<file path="src/rtl/devslp_pkg.sv">
package devslp_pkg;

    typedef enum logic [2:0] {
        DS_ACTIVE       = 3'd0,
        DS_IDLE_COUNT   = 3'd1,
        DS_ASSERTED_MIN = 3'd2,
        DS_ASSERTED     = 3'd3,
        DS_EXITING      = 3'd4
    } dslp_state_e;

    typedef struct packed {
        dslp_state_e state;
        logic        devslp;
        logic        exit_ready;
        logic        release_pend;
        logic        auto_prev;
    } dslp_regs_t;

endpackage

</file>
<file path="src/rtl/devslp_tick_counter.sv">
module devslp_tick_counter #(
    parameter int W = 8
) (
    input  logic         clk,
    input  logic         rst_n,
    input  logic         clear,
    input  logic         tick,
    input  logic [W-1:0] limit,
    output logic         reach
);
    localparam logic [W-1:0] CNT_MAX = {W{1'b1}};

    logic [W-1:0] cnt_d, cnt_q;

    always_comb begin
        cnt_d = cnt_q;
        if (clear) begin
            cnt_d = '0;
        end else if (tick && (cnt_q != CNT_MAX)) begin
            cnt_d = cnt_q + W'(1);
        end
    end

    always_ff @(posedge clk or negedge rst_n) begin
        if (!rst_n) cnt_q <= '0;
        else        cnt_q <= cnt_d;
    end

    assign reach = (cnt_q >= limit);

    // The count moves by one step per tick at most, and returns to zero when cleared.
    p_step_r1: assert property (@(posedge clk) disable iff (!rst_n)
        (!clear && !tick) |=> (cnt_q == $past(cnt_q)));
    p_clear_r2: assert property (@(posedge clk) disable iff (!rst_n)
        clear |=> (cnt_q == '0));

endmodule

</file>
<file path="src/rtl/devslp_idle_target.sv">
module devslp_idle_target #(
    parameter int CNT_W  = 10,
    parameter int MULT_W = 4,
    localparam int TGT_W = CNT_W + MULT_W
) (
    input  logic [CNT_W-1:0]  idle_cnt,
    input  logic [MULT_W-1:0] idle_mult,
    output logic [TGT_W-1:0]  target
);
    logic [MULT_W:0] factor;

    always_comb begin
        factor = {1'b0, idle_mult} + (MULT_W + 1)'(1);
        target = TGT_W'(idle_cnt) * TGT_W'(factor);
    end

endmodule

</file>
<file path="src/rtl/devslp_timeout_ctrl.sv">
module devslp_timeout_ctrl
    import devslp_pkg::*;
#(
    parameter int IDLE_W = 10,
    parameter int MULT_W = 4,
    parameter int HOLD_W = 5,
    parameter int EXIT_W = 8
) (
    input  logic              clk,
    input  logic              rst_n,
    input  logic              tick_ms,
    input  logic              port_idle,
    input  logic              sw_sleep_req,
    input  logic              sw_wake_req,
    input  logic [IDLE_W-1:0] cfg_idle_cnt,
    input  logic [MULT_W-1:0] cfg_idle_mult,
    input  logic [HOLD_W-1:0] cfg_min_hold,
    input  logic [EXIT_W-1:0] cfg_exit_win,
    input  logic              cfg_platform_ok,
    input  logic              cfg_auto_en,
    output logic              devslp,
    output logic              exit_ready
);
    localparam int TGT_W = IDLE_W + MULT_W;

    dslp_regs_t cur_q, nx_d;

    logic [TGT_W-1:0] idle_target;
    logic             idle_reach, hold_reach, exit_reach;
    logic             idle_clr, hold_clr, exit_clr;
    logic             auto_ok, auto_fall, awake;

    assign auto_ok   = cfg_platform_ok && cfg_auto_en;
    assign auto_fall = cur_q.auto_prev && !cfg_auto_en;
    assign awake     = (cur_q.state == DS_ACTIVE) || (cur_q.state == DS_IDLE_COUNT);

    assign idle_clr = !(port_idle && auto_ok && awake);
    assign hold_clr = !((cur_q.state == DS_ASSERTED_MIN) || (cur_q.state == DS_ASSERTED));
    assign exit_clr = (cur_q.state != DS_EXITING);

    devslp_idle_target #(.CNT_W(IDLE_W), .MULT_W(MULT_W)) tgt_i (
        .idle_cnt  (cfg_idle_cnt),
        .idle_mult (cfg_idle_mult),
        .target    (idle_target)
    );

    devslp_tick_counter #(.W(TGT_W)) idle_ctr_i (
        .clk (clk), .rst_n (rst_n), .clear (idle_clr), .tick (tick_ms),
        .limit (idle_target), .reach (idle_reach)
    );

    devslp_tick_counter #(.W(HOLD_W)) hold_ctr_i (
        .clk (clk), .rst_n (rst_n), .clear (hold_clr), .tick (tick_ms),
        .limit (cfg_min_hold), .reach (hold_reach)
    );

    devslp_tick_counter #(.W(EXIT_W)) exit_ctr_i (
        .clk (clk), .rst_n (rst_n), .clear (exit_clr), .tick (tick_ms),
        .limit (cfg_exit_win), .reach (exit_reach)
    );

    always_comb begin
        logic rel;
        nx_d            = cur_q;
        nx_d.exit_ready = 1'b0;
        nx_d.auto_prev  = cfg_auto_en;
        rel             = cur_q.release_pend || sw_wake_req || auto_fall;

        unique case (cur_q.state)
            DS_ACTIVE: begin
                if (sw_sleep_req) begin
                    nx_d.state = DS_ASSERTED_MIN;
                end else if (port_idle && auto_ok) begin
                    nx_d.state = idle_reach ? DS_ASSERTED_MIN : DS_IDLE_COUNT;
                end
            end
            DS_IDLE_COUNT: begin
                if (sw_sleep_req) begin
                    nx_d.state = DS_ASSERTED_MIN;
                end else if (!(port_idle && auto_ok)) begin
                    nx_d.state = DS_ACTIVE;
                end else if (idle_reach) begin
                    nx_d.state = DS_ASSERTED_MIN;
                end
            end
            DS_ASSERTED_MIN: begin
                if (hold_reach) begin
                    nx_d.state        = rel ? DS_EXITING : DS_ASSERTED;
                    nx_d.release_pend = 1'b0;
                end else begin
                    nx_d.release_pend = rel;
                end
            end
            DS_ASSERTED: begin
                if (sw_wake_req || auto_fall) begin
                    nx_d.state = DS_EXITING;
                end
            end
            DS_EXITING: begin
                if (exit_reach) begin
                    nx_d.state      = DS_ACTIVE;
                    nx_d.exit_ready = 1'b1;
                end
            end
            default: nx_d.state = DS_ACTIVE;
        endcase

        nx_d.devslp = (nx_d.state == DS_ASSERTED_MIN) || (nx_d.state == DS_ASSERTED);
    end

    always_ff @(posedge clk or negedge rst_n) begin
        if (!rst_n) begin
            cur_q <= '{state: DS_ACTIVE, devslp: 1'b0, exit_ready: 1'b0,
                       release_pend: 1'b0, auto_prev: 1'b0};
        end else begin
            cur_q <= nx_d;
        end
    end

    assign devslp     = cur_q.devslp;
    assign exit_ready = cur_q.exit_ready;

    // a rise comes from a software request or from a completed idle count.
    p_rise_cause_r1: assert property (@(posedge clk) disable iff (!rst_n)
        $rose(devslp) |-> ($past(sw_sleep_req) || $past(idle_reach)));
    // DEVSLP only falls after the hold counter reports its limit.
    p_min_hold_r3: assert property (@(posedge clk) disable iff (!rst_n)
        $fell(devslp) |-> $past(hold_reach));
    // a rise without a software request needs the automatic path to be allowed.
    p_auto_gate_r4: assert property (@(posedge clk) disable iff (!rst_n)
        ($rose(devslp) && !$past(sw_sleep_req)) |-> $past(cfg_platform_ok && cfg_auto_en));
    // the ready strobe lasts one cycle and is seen with DEVSLP low.
    p_ready_pulse_r7: assert property (@(posedge clk) disable iff (!rst_n)
        exit_ready |=> !exit_ready);
    p_ready_low_r7: assert property (@(posedge clk) disable iff (!rst_n)
        exit_ready |-> !devslp);
    // a sleep request inside the exit window does not raise DEVSLP.
    p_exit_block_r8: assert property (@(posedge clk) disable iff (!rst_n)
        ((cur_q.state == DS_EXITING) && sw_sleep_req) |=> !devslp);

endmodule

</file>
<file path="config.mk">
export PLATFORM = sky130hd
export DESIGN_NAME = devslp_timeout_ctrl
export DESIGN_NICKNAME = d
export VERILOG_FILES = /design/src/rtl/devslp_pkg.sv /design/src/rtl/devslp_tick_counter.sv /design/src/rtl/devslp_idle_target.sv /design/src/rtl/devslp_timeout_ctrl.sv
export SDC_FILE = /design/constraint.sdc
export NUM_CORES = 1
export LEC_CHECK = 0
export BUFFER_PORTS_ARGS = -buffer_cell sky130_fd_sc_hd__buf_2
export CAP_MARGIN = 10
export CORE_AREA = 3 3 102 75
export CTS_BUF_LIST = sky130_fd_sc_hd__clkbuf_8
export DETAILED_ROUTE_END_ITERATION = 10
export DIE_AREA = 0 0 105 78
export PLACE_DENSITY = 0.78
export SYNTH_ARGS = -nofsm -noshare
export SYNTH_HDL_FRONTEND = slang
export SYNTH_SLANG_ARGS = --single-unit
</file>
<file path="constraint.sdc">
create_clock -name clk -period 1.8 [get_ports clk]
set_input_delay 0.09 -clock clk [delete_from_list [all_inputs] [get_ports clk]]
set_output_delay 0.09 -clock clk [all_outputs]
set_load 0.01 [all_outputs]
</file>
---- Word level (Yosys, flattened, before mapping) ----
Index checks and enable logic that the tools add are counted.
word-level totals
  register bits ........................... 34
  latch bits .............................. 0
  memories ................................ 0
  output and inout bits ................... 2
  input bits .............................. 35
  bits in writable memories ............... 0
  ROM bits ................................ 0
operators by class
  $add $sub $neg .......................... 4
  $mul .................................... 1
  shift-type cells ........................ 0
  eq/ne operators ......................... 12
  bitwise logic cells ..................... 0
  mux-type cells .......................... 20
  div/mod/pow operators ................... 0
  reductions and logical operators ........ 16
  $lt $le $gt $ge ......................... 3
operator list
  cell                                                                      number
  14-bit two-way mux                                                        2
  3-bit two-way mux                                                         9
  8-bit two-way mux                                                         2
  3-bit case mux with 5 select lines                                        1
  14-bit by 1-bit adder with 14-bit output (second input constant)          1
  14-bit >= comparator                                                      1
  10-bit by 5-bit multiplier with 14-bit output                             1
  14-bit inequality test (second input constant)                            1
  3-bit by 2-bit == test with 1-bit output (second input constant)          4
  5-bit two-way mux                                                         2
  8-bit by 1-bit adder with 8-bit output (second input constant)            1
  8-bit >= comparator                                                       1
  8-bit inequality test (second input constant)                             1
  1-bit logical AND                                                         7
  1-bit logical OR                                                          6
  4-bit by 1-bit adder with 5-bit output (second input constant)            1
  5-bit by 1-bit adder with 5-bit output (second input constant)            1
  5-bit >= comparator                                                       1
  5-bit inequality test (second input constant)                             1
  2-bit by 1-bit inequality test with 1-bit output (second input constant)  2
  3-bit by 1-bit == test with 1-bit output (second input constant)          1
  3-bit == test (second input constant)                                     1
  3-bit logical NOT                                                         1
  1-bit two-way mux                                                         3
  4 further kinds                                                           4

---- Longest topological paths before layout ----
Gate-level depths: netlist of run 1.
  depth in word-level cells ............... 9
  depth in mapped cells ................... 22
  mapped depth without buffers ............ 21

---- By module ----
A second synthesis of run 1 with hierarchy kept.
second synthesis, totals
  cells, all modules ...................... 462
  area, all modules ....................... 3,986.3 um2
by module, submodules not included
  module                            area each (um2)  cells each  times used
  devslp_idle_target                1,524.0          186         1
  devslp_tick_counter (idle_ctr_i)  1,117.3          137         1
  devslp_tick_counter (exit_ctr_i)  650.6            70          1
  devslp_tick_counter (hold_ctr_i)  362.8            38          1
  devslp_timeout_ctrl               331.6            31          1

---- Worst setup path before layout of run 1 ----
No wires, ideal clock.
  path kind ............................... input to register
  start point ............................. in cfg_idle_mult[0]
  end point ............................... reg cur_q[5] (netlist name)
  setup slack ............................. -3.054 ns
  data arrival time ....................... 4.727 ns
  stages on the path ...................... 21
  required time ........................... 1.673 ns
  setup time .............................. 0.127 ns
  path buffers ............................ 1
  cells stage by stage .................... ha_1 > and3_1 > clkbuf_1 > and2_1 > fa_1 > fa_1 > inv_1 > fa_1 > inv_1 > ha_1 > o21ai_0 > o21bai_1 > or4_4 > a221oi_4 > xor2_1 > ha_1 > a21o_1 > a21o_1 > a21oi_1 > o31a_1 > o2bb2ai_1
RTL lines
  what                  RTL line                    source
  from (decl)           devslp_timeout_ctrl.sv:16   input logic [MULT_W-1:0] cfg_idle_mult,
  to (signal assigned)  devslp_timeout_ctrl.sv:113  cur_q <= '{state: DS_ACTIVE, devslp: 1'b0, exit_ready: 1'b0,
  to (signal assigned)  devslp_timeout_ctrl.sv:116  cur_q <= nx_d;
  to (decl)             devslp_timeout_ctrl.sv:26   dslp_regs_t cur_q, nx_d;

==> results.yml, run 1 <==
floorplan:
  fp-row-count: 25
  initial_core_util_pct: 56.2
  dieArea_sq_mm: 0.00819
  die_w_microns: 105
  io_pins: 37
  fp.dieH_microns: 78
  core_sq_mm: 0.00669
placement:
  placed_cells: 603
  place_congestion: 0.843
  place_hpwl_microns: 6850
  io_buffers: 36
critical_path:
  critical_path.max_stage_delay_ps: 560
  worst-path-max-fanout: 7
  cp_slowest_cell: "fa_1"
  path_cells: "buf_8 > ha_4 > xor2_4 > nand2_2 > fa_1 > fa_1 > fa_1 > inv_2 > ha_4 > a211oi_2 > o21bai_1 > or4_4 > a221oi_4 > buf_4 > o21ai_2 > xnor2_1 > ha_1 > nand4_1 > o31a_1 > a22o_1"
  cp.arrival_ps: 4780
  cp-end-kind: "flop"
  cp.required_ps: 1980
  r2r_slack_ps: -160
  cpMostUsedCell: "fa_1"
  start_kind: "input port"
  crit_type: "in2reg"
yosys:
  netlist_instances: 421
  synthDistinctLibCells: 45
  synth_seq_cells: 34
  ys_async_sr_fraction_pct: 100
  ys_seq_area_share_pct: 22.6
  synth_edf_count: 0
  synth_warnings: 0
  synthesis.area_sq_mm: 0.00376
  synth_ff_type: "dfrtp_1"
  syn-num-nets: 533
  synth_area_per_cell_sq_um: 8.94
routing:
  ant_nets: 0
  drt_iter0_drc: 163
  dr.pass1.iters: 4
  via_count: 3337
  drcViolationCount: 0
  wl_per_cell_microns: 14.2
  avgViaCountPerCell: 5.37
  drt-total-wl_microns: 8830
timing:
  period_share_pct: 256
  rsz0062_at_grt: "yes"
  setup-violations-final: 3
  timing.hold.ws_ps: 156
  fin_crit_ps: 4610
  tightestPinTransition_ps: 762
  tns_ps: -8370
  finalHoldViolCount: 0
  slew_viol_final: 0
  fin_ws_ps: -2810
  max_slew_margin_pct: 49.2
  max_freq_ghz: 0.217
  skew_ps: 7.25
run:
  drv_cap: 0
worst_hold_path:
  hp-class: "in2reg"
pwr:
  peakVddDrop_uv: 317
  power_leakage_nw: 2.47
  p_per_area_mw_per_mm2: 723
  fin_total_pwr_w: 0.00354
clock_network:
  htreeDepth: 2
  cts_made_buffers: 5
  cts_tree: "yes"
  cts_root_buf: "clkbuf_8"
  clock-sinks: 34
  clk_latency_ps: 280
  clockBufferDepth: 2
  clkTransAtPathRegs_ps: 70
global_routing:
  grt_max_degree: 35
  grt_pass1_vias: 3278
  antenna_found_initial: 0
  grt_use_total_pct: 22.0
  grt_pass1_wl_microns: 14900
  grt-ovfl-total: 0
run_status:
  violations: "setup timing"
  status: "finished, violations left"
cells_and_area:
  drive_gt1_share_pct: 28.1
  fin_cells: 621
  areaGrowthSynthToFinish_pct: 30.3
  num-fill-cells: 490
  nets: 638
  final_cell_mix: "buf_4, inv_1, nor2_1"
  layout_commonest_cell: "buf_4"
  antennaDiodeCount: 0
-- timing repair --
item                                   in CTS  in global routing
resized for setup                          20                 18
pin swaps                                  29                 15
hold buffers                                2                  0
setup endpoints to repair                  10                 19
endpoints found under the hold margin      35                  0
buffers inserted                            5                  4
-- worst max-delay path, delay by kind of cell --
family | cells | cell delay, ps
and+or+nand+nor | 3 | 740
AOI/OAI and AO/OA | 6 | 1140
xor gates and xnor gates | 2 | 360
adders and majority gates | 6 | 2130
buffers and inverters | 3 | 310
-- per-stage QoR --
stage	setup WS, ps	utilization [%]	area, sq um
floorplan	-2710	-	3850
global placement	-2990	67.9	4550
global route	-2990	73.3	4900
CTS	-2760	71.5	4780
detailed placement	-3210	67.9	4550
finish	-2810	73.3	4900
-- per-layer routing --
metal | routed length (microns) | track usage (%)
met5 | 0 | 0
met1 | 4040 | 30.2
met2 | 4390 | 38.0
met3 | 338 | 3.57
met4 | 58 | 2.49
-- path summary, 6_finish.rpt --
path / cells past startpoint / endpoint / from
max: 20 / cur_q[4]$_DFF_PN0_ / cfg_idle_mult[0]
min: 3 / cur_q[4]$_DFF_PN0_ / sw_sleep_req
max reg2reg: 8 / cur_q[5]$_DFF_PN0_ / idle_ctr_i.cnt_q[0]$_DFFE_PN0P_
min reg2reg: 1 / cur_q[6]$_DFF_PN0_ / cur_q[6]$_DFF_PN0_
max in group asynchronous: 2 / idle_ctr_i.cnt_q[8]$_DFFE_PN0P_ / rst_n
min in group asynchronous: 2 / exit_ctr_i.cnt_q[4]$_DFFE_PN0P_ / rst_n
-- kinds of logic (layout without fill, tap and decap cells) --
group / after synthesis / in the layout / share of synthesized area [%]
adders and majority gates: 77 / 77 / 30.2
and+or+nand+nor: 154 / 154 / 21.2
DFF: 34 / 34 / 22.6
muxes: 5 / 5 / 1.33
buffers and inverters: 60 / 166 / 5.98
AOI/OAI and AO/OA: 57 / 57 / 10.8
xor gates and xnor gates: 34 / 34 / 7.91
-- sequential cells by signal (all words and copies together) (netlist names) --
register          cells
idle_ctr_i.cnt_q     14
exit_ctr_i.cnt_q      8
hold_ctr_i.cnt_q      5
devslp                1
exit_ready            1
cur_q                 5
-- Yosys cell counts, drive strengths merged (4+ instances only) --
cell,instances,area [sq um]
nor2b,6,37.5
dfrtp,34,851
inv,56,210
and3,6,37.5
fa,23,460
xnor2,17,149
clkbuf,4,15.0
nand2b,10,62.6
mux2i,5,50.1
ha,54,676
xor2,17,149
o21ai,13,68.8
nor2,47,176
a211oi,4,35.0
nand2,24,90.1
a21o,7,53.8
nand3,9,45.0
nor3,5,25.0
nand4,7,43.8
and2,28,175
a21oi,14,70.1
-- area by class of cell --
cell class                 instances  area [sq um]  share of cell area, %
inverter                          56           210                   4.29
clock inverter                     2          8.76                  0.179
tap                               94           118                   2.40
timing repair buffer             102           712                   14.5
clock buffer                       6          82.6                   1.68
sequential                        34           851                   17.4
multi-input combinational        327          2920                   59.6
-- power breakdown --
group	leakage, nW	total [W]	switching [W]	internal, W
logic	1.96	0.00206	0.00103	0.00103
clock network	0.0524	0.000588	0.000285	0.000303
registers	0.457	0.000900	0.0000683	0.000831
total	2.47	0.00354	0.00138	0.00216
No activity file was read; power rests on OpenSTA's default activity.
==> run 2: changes to the inputs <==
- CORE_AREA: 3 3 102 75 -> 3 3 104 76
- DIE_AREA: 0 0 105 78 -> 0 0 107 79
- PLACE_DENSITY: 0.78 -> 0.79
- SYNTH_HIERARCHICAL: default -> 1
==> results.yml, run 2 <==
critical_path:
  cp.arrival_ps: 4660
  cpMostUsedCell: "fa_1"
  cp.required_ps: 2020
  start_kind: "input port"
  crit_type: "in2reg"
  cp-end-kind: "flop"
  path_cells: "buf_2 > buf_6 > xor2_2 > buf_6 > nand2_1 > fa_1 > fa_1 > fa_1 > inv_1 > ha_4 > a211oi_2 > nor2_1 > o21ai_1 > and2b_1 > xnor2_1 > inv_1 > ha_1 > and4_1 > nand2_2 > o21ai_2 > nand4_1 > a21oi_2 > o21a_1"
  critical_path.max_stage_delay_ps: 560
  cp_slowest_cell: "fa_1"
  worst-path-max-fanout: 9
timing:
  period_share_pct: 246
  tightestPinTransition_ps: 772
  max_slew_margin_pct: 48.6
  fin_crit_ps: 4430
  tns_ps: -7630
  max_freq_ghz: 0.226
  timing.hold.ws_ps: 97.1
  rsz0062_at_grt: "yes"
  fin_ws_ps: -2630
  setup-violations-final: 3
  slew_viol_final: 0
  skew_ps: 5.41
  finalHoldViolCount: 0
placement:
  place_hpwl_microns: 7410
  io_buffers: 36
  place_area_sq_mm: 0.00477
  place_congestion: 0.848
run_status:
  status: "finished, violations left"
  violations: "setup timing"
clock_network:
  clkTransAtPathRegs_ps: 70
  clockBufferDepth: 2
  cts_made_buffers: 5
  clock-sinks: 34
  clk_latency_ps: 290
  cts_tree: "yes"
  htreeDepth: 2
  cts_root_buf: "clkbuf_8"
floorplan:
  die_w_microns: 107
  io_pins: 37
  dieArea_sq_mm: 0.00845
  core_sq_mm: 0.00685
  fp-row-count: 25
  initial_core_util_pct: 58.2
  fp.dieH_microns: 79
routing:
  drcViolationCount: 0
  drt-total-wl_microns: 9330
  avgViaCountPerCell: 5.62
  ant_nets: 0
  wl_per_cell_microns: 14.3
  dr.pass1.iters: 5
  via_count: 3678
  drt_iter0_drc: 160
yosys:
  netlist_instances: 462
  synth_edf_count: 0
  synthDistinctLibCells: 61
  yosysTopAreaCell: "dfrtp_1"
  synth_xor_area_share_pct: 3.70
  synth_top_area_share_pct: 21.3
  ys_async_sr_fraction_pct: 100
  synth_ff_type: "dfrtp_1"
  ys_top_cells_by_area: "dfrtp_1, ha_1, fa_1"
  synth_fa_ha_area_share_pct: 28.5
  synth_seq_cells: 34
  yosys.area_share.simple_pct: 23.5
  synthMuxAreaShare_pct: 1.79
  synth_most_common_cell: "inv_1"
  synth_common_cells: "inv_1, ha_1, nand2_1, dfrtp_1, a21oi_1"
  synth_top_family_by_area: "adder cells"
  synth_area_per_cell_sq_um: 8.63
  synthesis.area_sq_mm: 0.00399
  synth-compound-area-share_pct: 14.0
  syn-num-nets: 574
  synth_warnings: 6
  ys_seq_area_share_pct: 21.3
cells_and_area:
  areaGrowthSynthToFinish_pct: 27.9
  antennaDiodeCount: 0
  top_register: "idle_ctr_i/cnt_q"
  nets: 671
  final_util_pct: 74.4
  layout_commonest_cell: "inv_1"
  largestRegisters: "idle_ctr_i/cnt_q: 14 flops, exit_ctr_i/cnt_q: 8 flops"
  drive_gt1_share_pct: 28.7
  final_cell_mix: "inv_1, buf_4, ha_1"
  fin_area_sq_mm: 0.00510
  largest_reg_flops: 14
global_routing:
  antenna_found_initial: 0
  grt-ovfl-total: 0
  grt_pass1_vias: 3545
  grt_use_total_pct: 22.7
  grt_max_degree: 35
  grt_pass1_wl_microns: 16000
run:
  drv_cap: 0
pwr:
  peakVddDrop_uv: 421
  p_per_area_mw_per_mm2: 764
  power_leakage_nw: 2.53
worst_hold_path:
  hp-class: "in2reg"
## run 2: cell type report
class / instances / area, sq um
clock buffers: 6 / 82.6
clock inverters: 2 / 8.76
fillers: 449 / 1750
inverters: 62 / 233
multi-input cells: 357 / 3110
flip-flops and latches: 34 / 853
well taps: 94 / 118
repair buffers: 99 / 697
## run 2: power by group
part / switching, W / internal [W] / total, W
Sequential: 0.0000718 / 0.000840 / 0.000911
Combinational: 0.00121 / 0.00118 / 0.00240
Clock: 0.000284 / 0.000303 / 0.000587
## run 2: metal layers
layer  up-vias  wire length (microns)  global-route usage (%)
met2        93                   4530                    37.9
met5         -                      0                       0
li1       1791                      -                       -
met3         9                    393                    2.60
met1      1785                   4320                    32.7
met4         0                     77                    3.32
## run 2: worst paths after layout
kind / from / endpoint / slack, ps / cells past startpoint
max: cfg_idle_mult[2] / devslp$_DFF_PN0_ / -2630 / 23
min in group asynchronous: rst_n / hold_ctr_i/cnt_q[0]$_DFFE_PN0P_ / 410 / 2
min: sw_wake_req / cur_q[4]$_DFF_PN0_ / 100 / 3
max in group asynchronous: rst_n / idle_ctr_i/cnt_q[1]$_DFFE_PN0P_ / 860 / 2
max reg2reg: idle_ctr_i/cnt_q[0]$_DFFE_PN0P_ / devslp$_DFF_PN0_ / -170 / 9
min reg2reg: cur_q[1]$_DFFE_PN0P_ / cur_q[1]$_DFFE_PN0P_ / 570 / 2
## run 2: cells by family (layout without fill, tap and decap cells)
logic type,count (synthesis),count (layout)
xor+xnor,16,16
compound gates,88,88
buf+inv,71,169
flops,34,34
simple gates,170,170
mux,6,6
fa+ha+maj,77,77
## run 2: stage by stage
step / power, W / instances / setup slack (ps)
final: 0.00389 / 654 / -2630
after global routing: 0.00422 / 654 / -2860
after CTS: 0.00375 / 650 / -2550
after detailed placement: 0.00308 / 637 / -3040
after global placement: 0.00296 / 637 / -2850
after floorplan: 0.00239 / 462 / -2380
## run 2: worst max-delay path: cells and delay by family
kind	cells	cell delay [ps]
adder cells (fa/ha/maj)	5	2060
AO/OA/AOI/OAI	5	930
AND/OR/NAND/NOR	6	770
XOR/XNOR	2	260
buffers and inverters	5	530
## run 2: what timing repair did
action / 4_1_cts / 5_1_grt
hold buffers: 3 / 0
buffers inserted: 2 / 4
setup endpoints to repair: 4 / 5
hold endpoints to repair: 36 / 0
resized for setup: 16 / 18
pin swaps: 6 / 5
